===== src/rtl/mod25_pkg.sv =====
package mod25_pkg;

    localparam int DEF_STAGE_W = 4;
    localparam int DEF_STAGES  = 2;

    typedef struct packed {
        logic wrap;
        logic mid;
    } mod25_flags_t;

endpackage


===== src/rtl/mod25_stage.sv =====
module mod25_stage #(
    parameter int W = 4
) (
    input  logic         clk_i,
    input  logic         rst_i,
    input  logic         en_p_i,
    input  logic         en_t_i,
    input  logic         clr_i,
    output logic [W-1:0] q_o
);

    typedef struct packed {
        logic [W-1:0] val;
    } stage_t;

    stage_t st_d, st_q;

    always_comb begin
        st_d = st_q;
        if (clr_i) begin
            st_d.val = '0;
        end else if (en_p_i && en_t_i) begin
            st_d.val = st_q.val + 1'b1;
        end
    end

    always_ff @(posedge clk_i or posedge rst_i) begin
        if (rst_i) begin
            st_q <= '0;
        end else begin
            st_q <= st_d;
        end
    end

    assign q_o = st_q.val;

endmodule


===== src/rtl/mod25_decode.sv =====
module mod25_decode #(
    parameter int          TAP_W   = 4,
    parameter logic [31:0] TAP_VAL = 32'd12
) (
    input  logic [1:0]       wrap_bits_i,
    input  logic [TAP_W-1:0] low_i,
    output logic             clear_o,
    output logic             mid_o
);

    localparam logic [TAP_W-1:0] TAP_MATCH = TAP_VAL[TAP_W-1:0];

    // Sparse decode: both selected bits high is the terminal state.
    assign clear_o = &wrap_bits_i;
    // Full decode of the low field so the tap marks a single value.
    assign mid_o   = (low_i == TAP_MATCH);

endmodule


===== src/rtl/mod25_counter.sv =====
module mod25_counter #(
    parameter int STAGE_W = mod25_pkg::DEF_STAGE_W,
    parameter int STAGES  = mod25_pkg::DEF_STAGES,
    parameter int WRAP_HI = 4,
    parameter int WRAP_LO = 3,
    parameter int TAP_VAL = 12
) (
    input  logic                        clk_i,
    input  logic                        rst_i,
    input  logic                        cnt_en_i,
    output logic [STAGE_W*STAGES-1:0]   count_o,
    output logic                        wrap_o,
    output logic                        mid_o
);

    localparam int CNT_W = STAGE_W * STAGES;

    mod25_pkg::mod25_flags_t flags;
    logic [STAGES-1:0]       trickle;
    logic                    clear;

    // Carry chain: each stage trickles on only when every lower stage is full.
    assign trickle[0] = 1'b1;

    for (genvar g = 0; g < STAGES; g++) begin : g_stage
        if (g > 0) begin : g_chain
            assign trickle[g] = trickle[g-1] &&
                                (count_o[(g-1)*STAGE_W +: STAGE_W] == {STAGE_W{1'b1}});
        end
        mod25_stage #(
            .W(STAGE_W)
        ) u_stage (
            .clk_i  (clk_i),
            .rst_i  (rst_i),
            .en_p_i (cnt_en_i),
            .en_t_i (trickle[g]),
            .clr_i  (clear),
            .q_o    (count_o[g*STAGE_W +: STAGE_W])
        );
    end

    mod25_decode #(
        .TAP_W   (STAGE_W),
        .TAP_VAL (TAP_VAL)
    ) u_decode (
        .wrap_bits_i ({count_o[WRAP_HI], count_o[WRAP_LO]}),
        .low_i       (count_o[STAGE_W-1:0]),
        .clear_o     (flags.wrap),
        .mid_o       (flags.mid)
    );

    assign clear  = flags.wrap;
    assign wrap_o = flags.wrap;
    assign mid_o  = flags.mid;

endmodule


===== config.mk =====
export PLATFORM = sky130hd
export DESIGN_NAME = mod25_counter
export DESIGN_NICKNAME = d
export VERILOG_FILES = /design/src/rtl/mod25_pkg.sv /design/src/rtl/mod25_stage.sv /design/src/rtl/mod25_decode.sv /design/src/rtl/mod25_counter.sv
export SDC_FILE = /design/constraint.sdc
export NUM_CORES = 1
export LEC_CHECK = 0
export ABC_AREA = 1
export BUFFER_PORTS_ARGS = -buffer_cell sky130_fd_sc_hd__buf_2
export CAP_MARGIN = 10
export CORE_AREA = 8 8 45 47
export CTS_CLUSTER_SIZE = 12
export DETAILED_ROUTE_END_ITERATION = 6
export DIE_AREA = 0 0 53 55
export HOLD_SLACK_MARGIN = 0.05
export PLACE_DENSITY_LB_ADDON = 0.3
export SLEW_MARGIN = 15
export SYNTH_ARGS = -nofsm -noshare
export SYNTH_HDL_FRONTEND = slang
export SYNTH_SLANG_ARGS = --single-unit

===== constraint.sdc =====
create_clock -name clk_i -period 2.55 [get_ports clk_i]
set_clock_uncertainty 0.15 [all_clocks]
set_input_delay 0.1275 -clock clk_i [delete_from_list [all_inputs] [get_ports clk_i]]
set_output_delay 0.1275 -clock clk_i [all_outputs]
set_load 0.01 [all_outputs]

==> results, run 1 <==
- In this run the number of H-tree levels came out at 1.
- The average via count per standard cell is 4.552.
- The clock root buffer is sky130_fd_sc_hd__clkbuf_4.
- The average instance in the mapped netlist occupies 8.040 um^2.
- The path depth of the worst reg2reg path is 6.
- Setup repair after global routing left no endpoint under its margin.
- Measured on the finished design, the core utilization comes to 0.4024.
- The area overhead of the layout relative to synthesis is 28.24%.
- The analysis attributes to cell leakage a power of between 0.3 and 0.4 nW.
- The count of buffers added on input and output ports is 12.
- The tool flagged a number of max-cap violations equal to 0.
- The maximum frequency from static timing analysis is 691.4 MHz.
- The number of gates given a new drive strength after cts is 0.
- Of the cells placed in the final design, the portion with a size suffix greater than 1 is 0.3099.
- The number of global-route vias before repair is 383.
- Setup violations remaining at the end of the flow were counted as 0.
- For this run, the number of Yosys warnings is 0.
- The number of clock sinks seen by CTS is 8.
- The endpoint type of the worst setup path is an output port.
- The first routing iteration left 8 violations.
- The start of the worst register-to-register path is g_stage[1].u_stage.q_o[0].
- The number of nets handed over by synthesis was 60.
- Overall power consumption after layout is estimated at 0.5830 mW.
- By instance count, the cell type seen most on the critical path is sky130_fd_sc_hd__inv_1.
- The relative slew slack is 0.7904.
- The smallest setup slack after layout is 1.104 ns.
- Of the total power, registers draw 0.415.
- The transition time at the pin with the least slew margin is roughly 0.31 ns.
- The internal portion of the total power is 0.3382 mW.
- The endpoint of the worst setup timing path is mid_o.
- The switching power share of the total is 0.4199.
- Once placement completed, the tool counted placed cells totaling 82.
- Summing all non-filler instances in the final layout gives an area of 556.8 um^2.
- Dividing the detail-routed wire length by the instance count gives ~11 um.
- The placement-stage worst setup slack is about 1.3 ns.
- The CTS tree is yes.
- The clock slew at the register clock pins of the worst setup and hold paths is 0.05 ns.
- The count of final hold-check violations is 0.
- The slowest cell on the critical path is sky130_fd_sc_hd__dfrtp_1.
- The total die area is roughly 0.0029 mm^2.
- The global routing usage summed across all routing layers is 0.07359.
- The critical path goes through inv_1 > ha_1 > inv_1 > nor2_1 > buf_2.
- The kind of path behind the tightest hold check is in -> async.
- At the end of the flow, the number of nets in the layout was 79.
- Data on the critical path arrives at its endpoint at 1.17 ns.
- The last weighted congestion value of the routability-driven placer is 0.7397.
- The combined flip-flop and latch cell area is 200.2 um^2.
- The flip-flop count of the largest register, all copies and words added is 8.
- The critical path contains buffers and inverters numbering 3 combined.
- For the worst setup path, the data required time is 2.27 ns.
- Buffers inserted during clock tree synthesis total 3.
- After detailed routing, the number of remaining DRC violations is 0.
- The cell class contributing the biggest share of worst-path delay is flip-flops.
- The total net switching power is 0.2448 mW.
- The run finished with clean final reports.
- The aggregate routed wire length is 942 um.
- The critical path runs through a total of 5 cells.
- Across all register-to-register paths, the minimum setup slack is 1.30 ns.
- The number of distinct library cells after synthesis is 13.
- The synthesized netlist cell count is 54.
- The number of search-and-repair iterations in the first detailed-routing pass is 4.
- The final-layout setup total negative slack is 0 ns.
- STA classifies the critical path startpoint as a flop.
- Hold repair after CTS inserted 2 buffers.
- The antenna diode instance count is 0.
- Post-CTS timing repair inserted 0 buffers for setup.
- At the later pin of the worst-skew pair, clock insertion delay measures about 0.25 ns.
- Entering global routing, the biggest net connects 9 pins.
- The number of register bits inferred by synthesis is 8.
- The critical path launch point is g_stage[0].u_stage.q_o[0].
- The endpoint of the lowest-slack register-to-register path is g_stage[1].u_stage.q_o[2].
- The count of fill cells added during filler insertion is 154.
- The area taken by multi-input logic gates is approximately 190 um^2.
- The clock group share of total power is 0.160.
- The smallest hold slack is 0.2224 ns.
- For this configuration, the core starts out at a cell density of 0.3137.
- The sequential area share after synthesis is 0.4611.
- The final number of max-transition violations is 0.
- The sum of overflow across all layers after global routing is 0.
- The initialized floorplan defines 14 standard-cell rows.
- During I/O placement, the number of pins put on the boundary was 13.
- In this run the deepest clock path goes through 2 buffers.
- The largest fanout on the critical path is 4.
- In this run the cell area of the synthesized design comes to 434.2 um^2.
- VDD sags by at most 0.0004519 V.
- Measured along the x axis, the die boundary spans 53 um.
- The number of standard cells in the final layout excluding fillers is 87.
- The ratio of final minimum period to clock period is 0.5672.
- The detailed router placed slightly below 400 vias in this run.
- The first global-routing pass estimated 1511 um of wire.
- Of the total power, combinational logic draws 0.425.
- Measured along the y axis, the die boundary spans 55 um.
- The initial antenna violation count is 0.
- By startpoint and endpoint, the worst setup path is classified as reg -> out.
- The detail route stage leaves a number of antenna-violating nets equal to 0.
- The maximum cell stage delay along the critical path is just over 0.4 ns.
- Dividing total power by cell area gives a power density of 1047 mW/mm^2.
- The HPWL after detailed placement is 752.7 um.
- In this run the cell area measured after placement is 514.2 um^2.
- The worst path needs roughly 1.4 ns of the cycle, external delays included.
- After floorplanning, the core was sized to cover between 0.001 and 0.0015 mm^2.
-- worst register-to-register path, stage by stage (launching register included) --
cell and delay, ns:
sky130_fd_sc_hd__dfrtp_1 0.45, sky130_fd_sc_hd__ha_1 0.24, sky130_fd_sc_hd__nand2_1 0.06, sky130_fd_sc_hd__inv_1 0.04, sky130_fd_sc_hd__nor2_1 0.09, sky130_fd_sc_hd__nand3_1 0.09
sky130_fd_sc_hd__nand2_1 0.07
-- layout by cell type (no fill, tap or decap), types with 2 or more instances in the layout --
cell	synthesis	routed
sky130_fd_sc_hd__nor2_1	10	10
sky130_fd_sc_hd__nand2_1	7	7
sky130_fd_sc_hd__nand2_2	4	4
sky130_fd_sc_hd__o21ai_0	4	4
sky130_fd_sc_hd__dlygate4sd3_1	0	2
sky130_fd_sc_hd__nand3_1	2	2
sky130_fd_sc_hd__a21oi_1	2	2
sky130_fd_sc_hd__buf_2	0	12
sky130_fd_sc_hd__inv_1	10	10
sky130_fd_sc_hd__ha_1	3	3
sky130_fd_sc_hd__dfrtp_1	8	8
sky130_fd_sc_hd__clkbuf_4	0	3
-- area by class of cell --
cell class	instances	share of cell area
Clock buffer	3	0.04045
Inverter	11	0.07416
Multi-Input combinational cell	35	0.3461
Sequential cell	8	0.3596
Tap cell	16	0.03596
Timing Repair Buffer	14	0.1438
-- metal layers --
layer	global-route usage	up-vias	wire length (um)
met5	0	-	0
met3	0.04813	2	116
met4	0.06466	0	12
li1	-	202	-
met2	0.1133	13	412
met1	0.06626	179	400
-- Yosys cell counts --
cell type                 number  area [um^2]
sky130_fd_sc_hd__a21oi_2       1        8.760
sky130_fd_sc_hd__inv_1        10        37.54
sky130_fd_sc_hd__a21oi_1       2        10.01
sky130_fd_sc_hd__nor2_1       10        37.54
sky130_fd_sc_hd__nand4_1       1        6.260
sky130_fd_sc_hd__inv_2         1        3.750
sky130_fd_sc_hd__o21ai_0       4        20.02
sky130_fd_sc_hd__nand2_2       4        25.02
sky130_fd_sc_hd__dfrtp_1       8        200.2
sky130_fd_sc_hd__nand3_1       2        10.01
sky130_fd_sc_hd__nor2_4        1        11.26
sky130_fd_sc_hd__ha_1          3        37.54
sky130_fd_sc_hd__nand2_1       7        26.28
-- worst min path at each step --
stage / startpoint / slack, ns / cells past startpoint / endpoint
floorplan: rst_i / -0.21 / 1 / g_stage[0].u_stage.q_o[0]
global placement: rst_i / -0.05 / 2 / g_stage[0].u_stage.q_o[2]
detailed placement: rst_i / -0.05 / 2 / g_stage[0].u_stage.q_o[2]
CTS: rst_i / 0.22 / 3 / g_stage[0].u_stage.q_o[1]
global route: rst_i / 0.26 / 3 / g_stage[0].u_stage.q_o[0]
finish: rst_i / 0.22 / 3 / g_stage[0].u_stage.q_o[2]
-- power groups by stage --
stage / clock, mW / combinational [mW] / sequential (mW)
final: 0.0930 / 0.248 / 0.242
after global routing: 0.108 / 0.282 / 0.255
after detailed placement: 0 / 0.251 / 0.245
after CTS: 0.101 / 0.253 / 0.243
after global placement: 0 / 0.248 / 0.242
after floorplan: 0 / 0.136 / 0.261
-- kinds of logic (layout without fill, tap and decap cells) --
family	after synthesis	in the layout	synth area share
AND/OR/NAND/NOR	25	25	0.2680
buffers and inverters	11	28	0.09510
adder cells (fa/ha/maj)	3	3	0.08646
flip-flops	8	8	0.4611
AO/OA/AOI/OAI	7	7	0.08934
Note: power is estimated with default switching activity, not from simulation.
==> run 2: changes to the inputs <==
==> constraint.sdc (replaced) <==
create_clock -name clk_i -period 1.4 [get_ports clk_i]
set_clock_uncertainty 0.15 [all_clocks]
set_input_delay 0.07 -clock clk_i [delete_from_list [all_inputs] [get_ports clk_i]]
set_output_delay 0.07 -clock clk_i [all_outputs]
set_load 0.01 [all_outputs]
==> results, run 2 (synthesized netlist as in run 1, its figures left out) <==
- Run status: complete, no violations (unchanged).
- The most common cell after layout, fill and taps aside is sky130_fd_sc_hd__buf_2 (unchanged).
- The count of routing violations after the opening detailed-route iteration is 10 (was 8).
- The critical path launch point is g_stage[0].u_stage.q_o[1] (was g_stage[0].u_stage.q_o[0]).
- The slowest cell on the critical path is sky130_fd_sc_hd__dfrtp_1 (unchanged).
- The type of the setup path with the least slack is reg -> out (unchanged).
- The effective utilization at floorplan is 0.3137 (unchanged).
- The number of antenna-violating nets in the routed design is 0 (unchanged).
- The relative slew slack is 0.7888 (was 0.7904).
- The cell class contributing the biggest share of worst-path delay was flip-flops (unchanged).
- The final total power is 1.091 mW (was 0.5830 mW).
- The number of top-level pins is 13 (unchanged).
- Derived from the worst setup path, the maximum achievable clock frequency is 753.7 MHz.
- The placement-stage worst setup slack is 0.1540 ns (was 1.289 ns).
- The largest fanout on the critical path is 5 (was 4).
- Commonest cells after routing, fill and taps aside: 12 x sky130_fd_sc_hd__buf_2, 10 x sky130_fd_sc_hd__nor2_1, 9 x sky130_fd_sc_hd__inv_1, 8 x sky130_fd_sc_hd__dfrtp_1, 7 x sky130_fd_sc_hd__nand2_1 (was 12 x sky130_fd_sc_hd__buf_2, 10 x sky130_fd_sc_hd__inv_1, 10 x sky130_fd_sc_hd__nor2_1, 8 x sky130_fd_sc_hd__dfrtp_1, 7 x sky130_fd_sc_hd__nand2_1).
- The average via count per standard cell is 4.398 (was 4.552).
- The sum of overflow across all layers after global routing is 0 (unchanged).
- The start of the worst register-to-register path is g_stage[0].u_stage.q_o[1] (was g_stage[1].u_stage.q_o[0]).
- The critical path required time is 1.18 ns (was 2.27 ns).
- The smallest setup slack after layout is 0.07324 ns (was 1.104 ns).
- The total die area is 0.002915 mm^2 (unchanged).
- The buffering stage count on the worst path with inverters included is 3 (unchanged).
- The endpoint type of the worst setup path was an output port (unchanged).
- The post-route standard cell area excluding fillers is 564.3 um^2 (was 556.8 um^2).
- The final routed DRC violation total is 0 (unchanged).
- The number of global-route vias before repair is 390 (was 383).
- The ratio of final minimum period to clock period is 0.9477.
- The total of endpoints with negative setup slack in the final report was 0 (unchanged).
- The area overhead of the layout relative to synthesis is 29.97% (was 28.24%).
- The final-layout setup total negative slack is 0 ns (unchanged).
- The maximum cell stage delay along the critical path was 0.42 ns (was 0.41 ns).
- The clock slew at the register clock pins of the worst setup and hold paths is 0.05 ns (about the same).
- The clock root buffer is sky130_fd_sc_hd__clkbuf_4 (unchanged).
- The kind of path behind the tightest hold check is in -> async (unchanged).
- The number of search-and-repair iterations in the first detailed-routing pass is 4 (unchanged).
- The number of violations of the max-capacitance limit came to 0 (unchanged).
- The critical path data arrival time was 1.11 ns (was 1.17 ns).
- The number of port buffers is 12 (unchanged).
- The initial antenna violation count is 0 (unchanged).
- The share of the core filled with cells in the final layout was 0.4078 (was 0.4024).
- The global routing usage summed across all routing layers is 0.07194 (was 0.07359).
- The count of final hold-check violations is 0 (unchanged).
- RSZ-0062 raised after global routing: false (unchanged).
- The path depth of the worst reg2reg path is 6 (unchanged).
- The startpoint class of the critical path is a flop (unchanged).
- The buffer levels on the longest clock path is 2 (unchanged).
- The shortest clock period the worst path allows after layout is 1.327 ns.
- The number of buffers created by CTS came to 3 (unchanged).
- The site row count is 14 (unchanged).
- The power density over the cells is 1934 mW/mm^2 (was 1047 mW/mm^2).
- The area after detailed placement is 514.2 um^2 (unchanged).
- The static leakage came to 0.3165 nW (was 0.3129 nW).
- The cell seen most often among critical-path stages was sky130_fd_sc_hd__inv_1 (unchanged).
- The post-DP HPWL is 749.2 um (was 752.7 um).
- The die height is 55 um (unchanged).
- The overall via count from detail_route is 387 (was 396).
- The antenna diode instance count is 0 (unchanged).
- The transition time at the pin with the least slew margin came to 0.3165 ns (was 0.3140 ns).
- The global-route wire length before repair is 1545 um (was 1511 um).
- The average wire per standard cell is 10.70 um (was 10.83 um).
- The final number of max-transition violations is 0 (unchanged).
- The number of clock sinks seen by CTS is 8 (unchanged).
- The core area was 0.001384 mm^2 (unchanged).
- The aggregate routed wire length was 942 um (unchanged).
- The maximum number of pins on one net before global-route repair came to 9 (unchanged).
- The last weighted congestion value of the routability-driven placer is 0.7400 (was 0.7397).
- The count of fill cells added during filler insertion came to 157 (was 154).
- The source-to-sink clock delay at the later pin of the worst-skew pair was 0.25 ns (about the same).
- The worst-case vdd ir drop came to 0.0007959 V (was 0.0004519 V).
- The number of levels in the clock H-tree is 1 (unchanged).
- The CTS tree is yes (unchanged).
- The final net count is 80 (was 79).
- The fraction of layout cells with a size suffix above 1 is 0.3333 (was 0.3099).
- The worst reg-to-reg setup slack is 0.15 ns (was 1.30 ns).
- The horizontal extent of the die was 53 um (unchanged).
- The endpoint of the lowest-slack register-to-register path is g_stage[1].u_stage.q_o[2] (unchanged).
- The flip-flop count of the largest register, all copies and words added is 8 (unchanged).
- Cell-by-cell trace of the critical path: inv_1 > ha_1 > inv_1 > nor2_1 > buf_2 (unchanged).
[run 2: changes by cell type in the layout (fill, tap and decap cells not counted)]
cell and change:
sky130_fd_sc_hd__buf_4 +1, sky130_fd_sc_hd__inv_1 -1, sky130_fd_sc_hd__inv_2 +1
[run 2: cell type report]
cell class / instances / area (um^2) / share of cell area
flip-flops and latches: 8 / 200.2 / 0.3548
repair buffers: 15 / 87.58 / 0.1552
multi-input cells: 35 / 192.7 / 0.3415
inverters: 11 / 41.29 / 0.07317
well taps: 16 / 20.02 / 0.03548
clock buffers: 3 / 22.52 / 0.03991
[run 2: through the flow]
stage,cells,hold WS [ns]
floorplan,54,-0.2643
global placement,82,-0.1112
finish,88,0.1598
CTS,87,0.1676
global route,88,0.1934
detailed placement,82,-0.1103
[run 2: repair_timing]
item / CTS / global route
hold endpoints to repair: 12 / 0
setup endpoints to repair: 0 / 1
resized for setup: 0 / 1
hold buffers: 2 / 0
setup buffers: 0 / 1
[run 2: per-layer routing]
metal	track usage	share of wire	up-vias
met5	0	0	-
met4	0.05172	0.0074	0
met3	0.03743	0.11	2
met2	0.1152	0.44	11
met1	0.07088	0.44	172
li1	-	-	202
[run 2: power by group]
part / switching, mW / internal [mW] / total [mW]
Clock: 0.0747 / 0.0979 / 0.173
Sequential: 0.111 / 0.329 / 0.440
Combinational: 0.270 / 0.209 / 0.479
Total: 0.455 / 0.636 / 1.09
[run 2: worst max-delay path by stage]
stage / end / slack, ns / cells past startpoint
6_report: mid_o / 0.07 / 5
5_1_grt: mid_o / 0.01 / 5
4_1_cts: mid_o / 0.02 / 5
3_5_place_dp: g_stage[1].u_stage.q_o[2] / 0.15 / 6
3_3_place_gp: g_stage[1].u_stage.q_o[2] / 0.17 / 6
2_1_floorplan: g_stage[1].u_stage.q_o[2] / 0.18 / 6
[run 2: tightest hold or removal path: stages]
cell                            delay [ns]
sky130_fd_sc_hd__dlygate4sd3_1        0.53
sky130_fd_sc_hd__buf_2                0.11
sky130_fd_sc_hd__inv_1                0.24
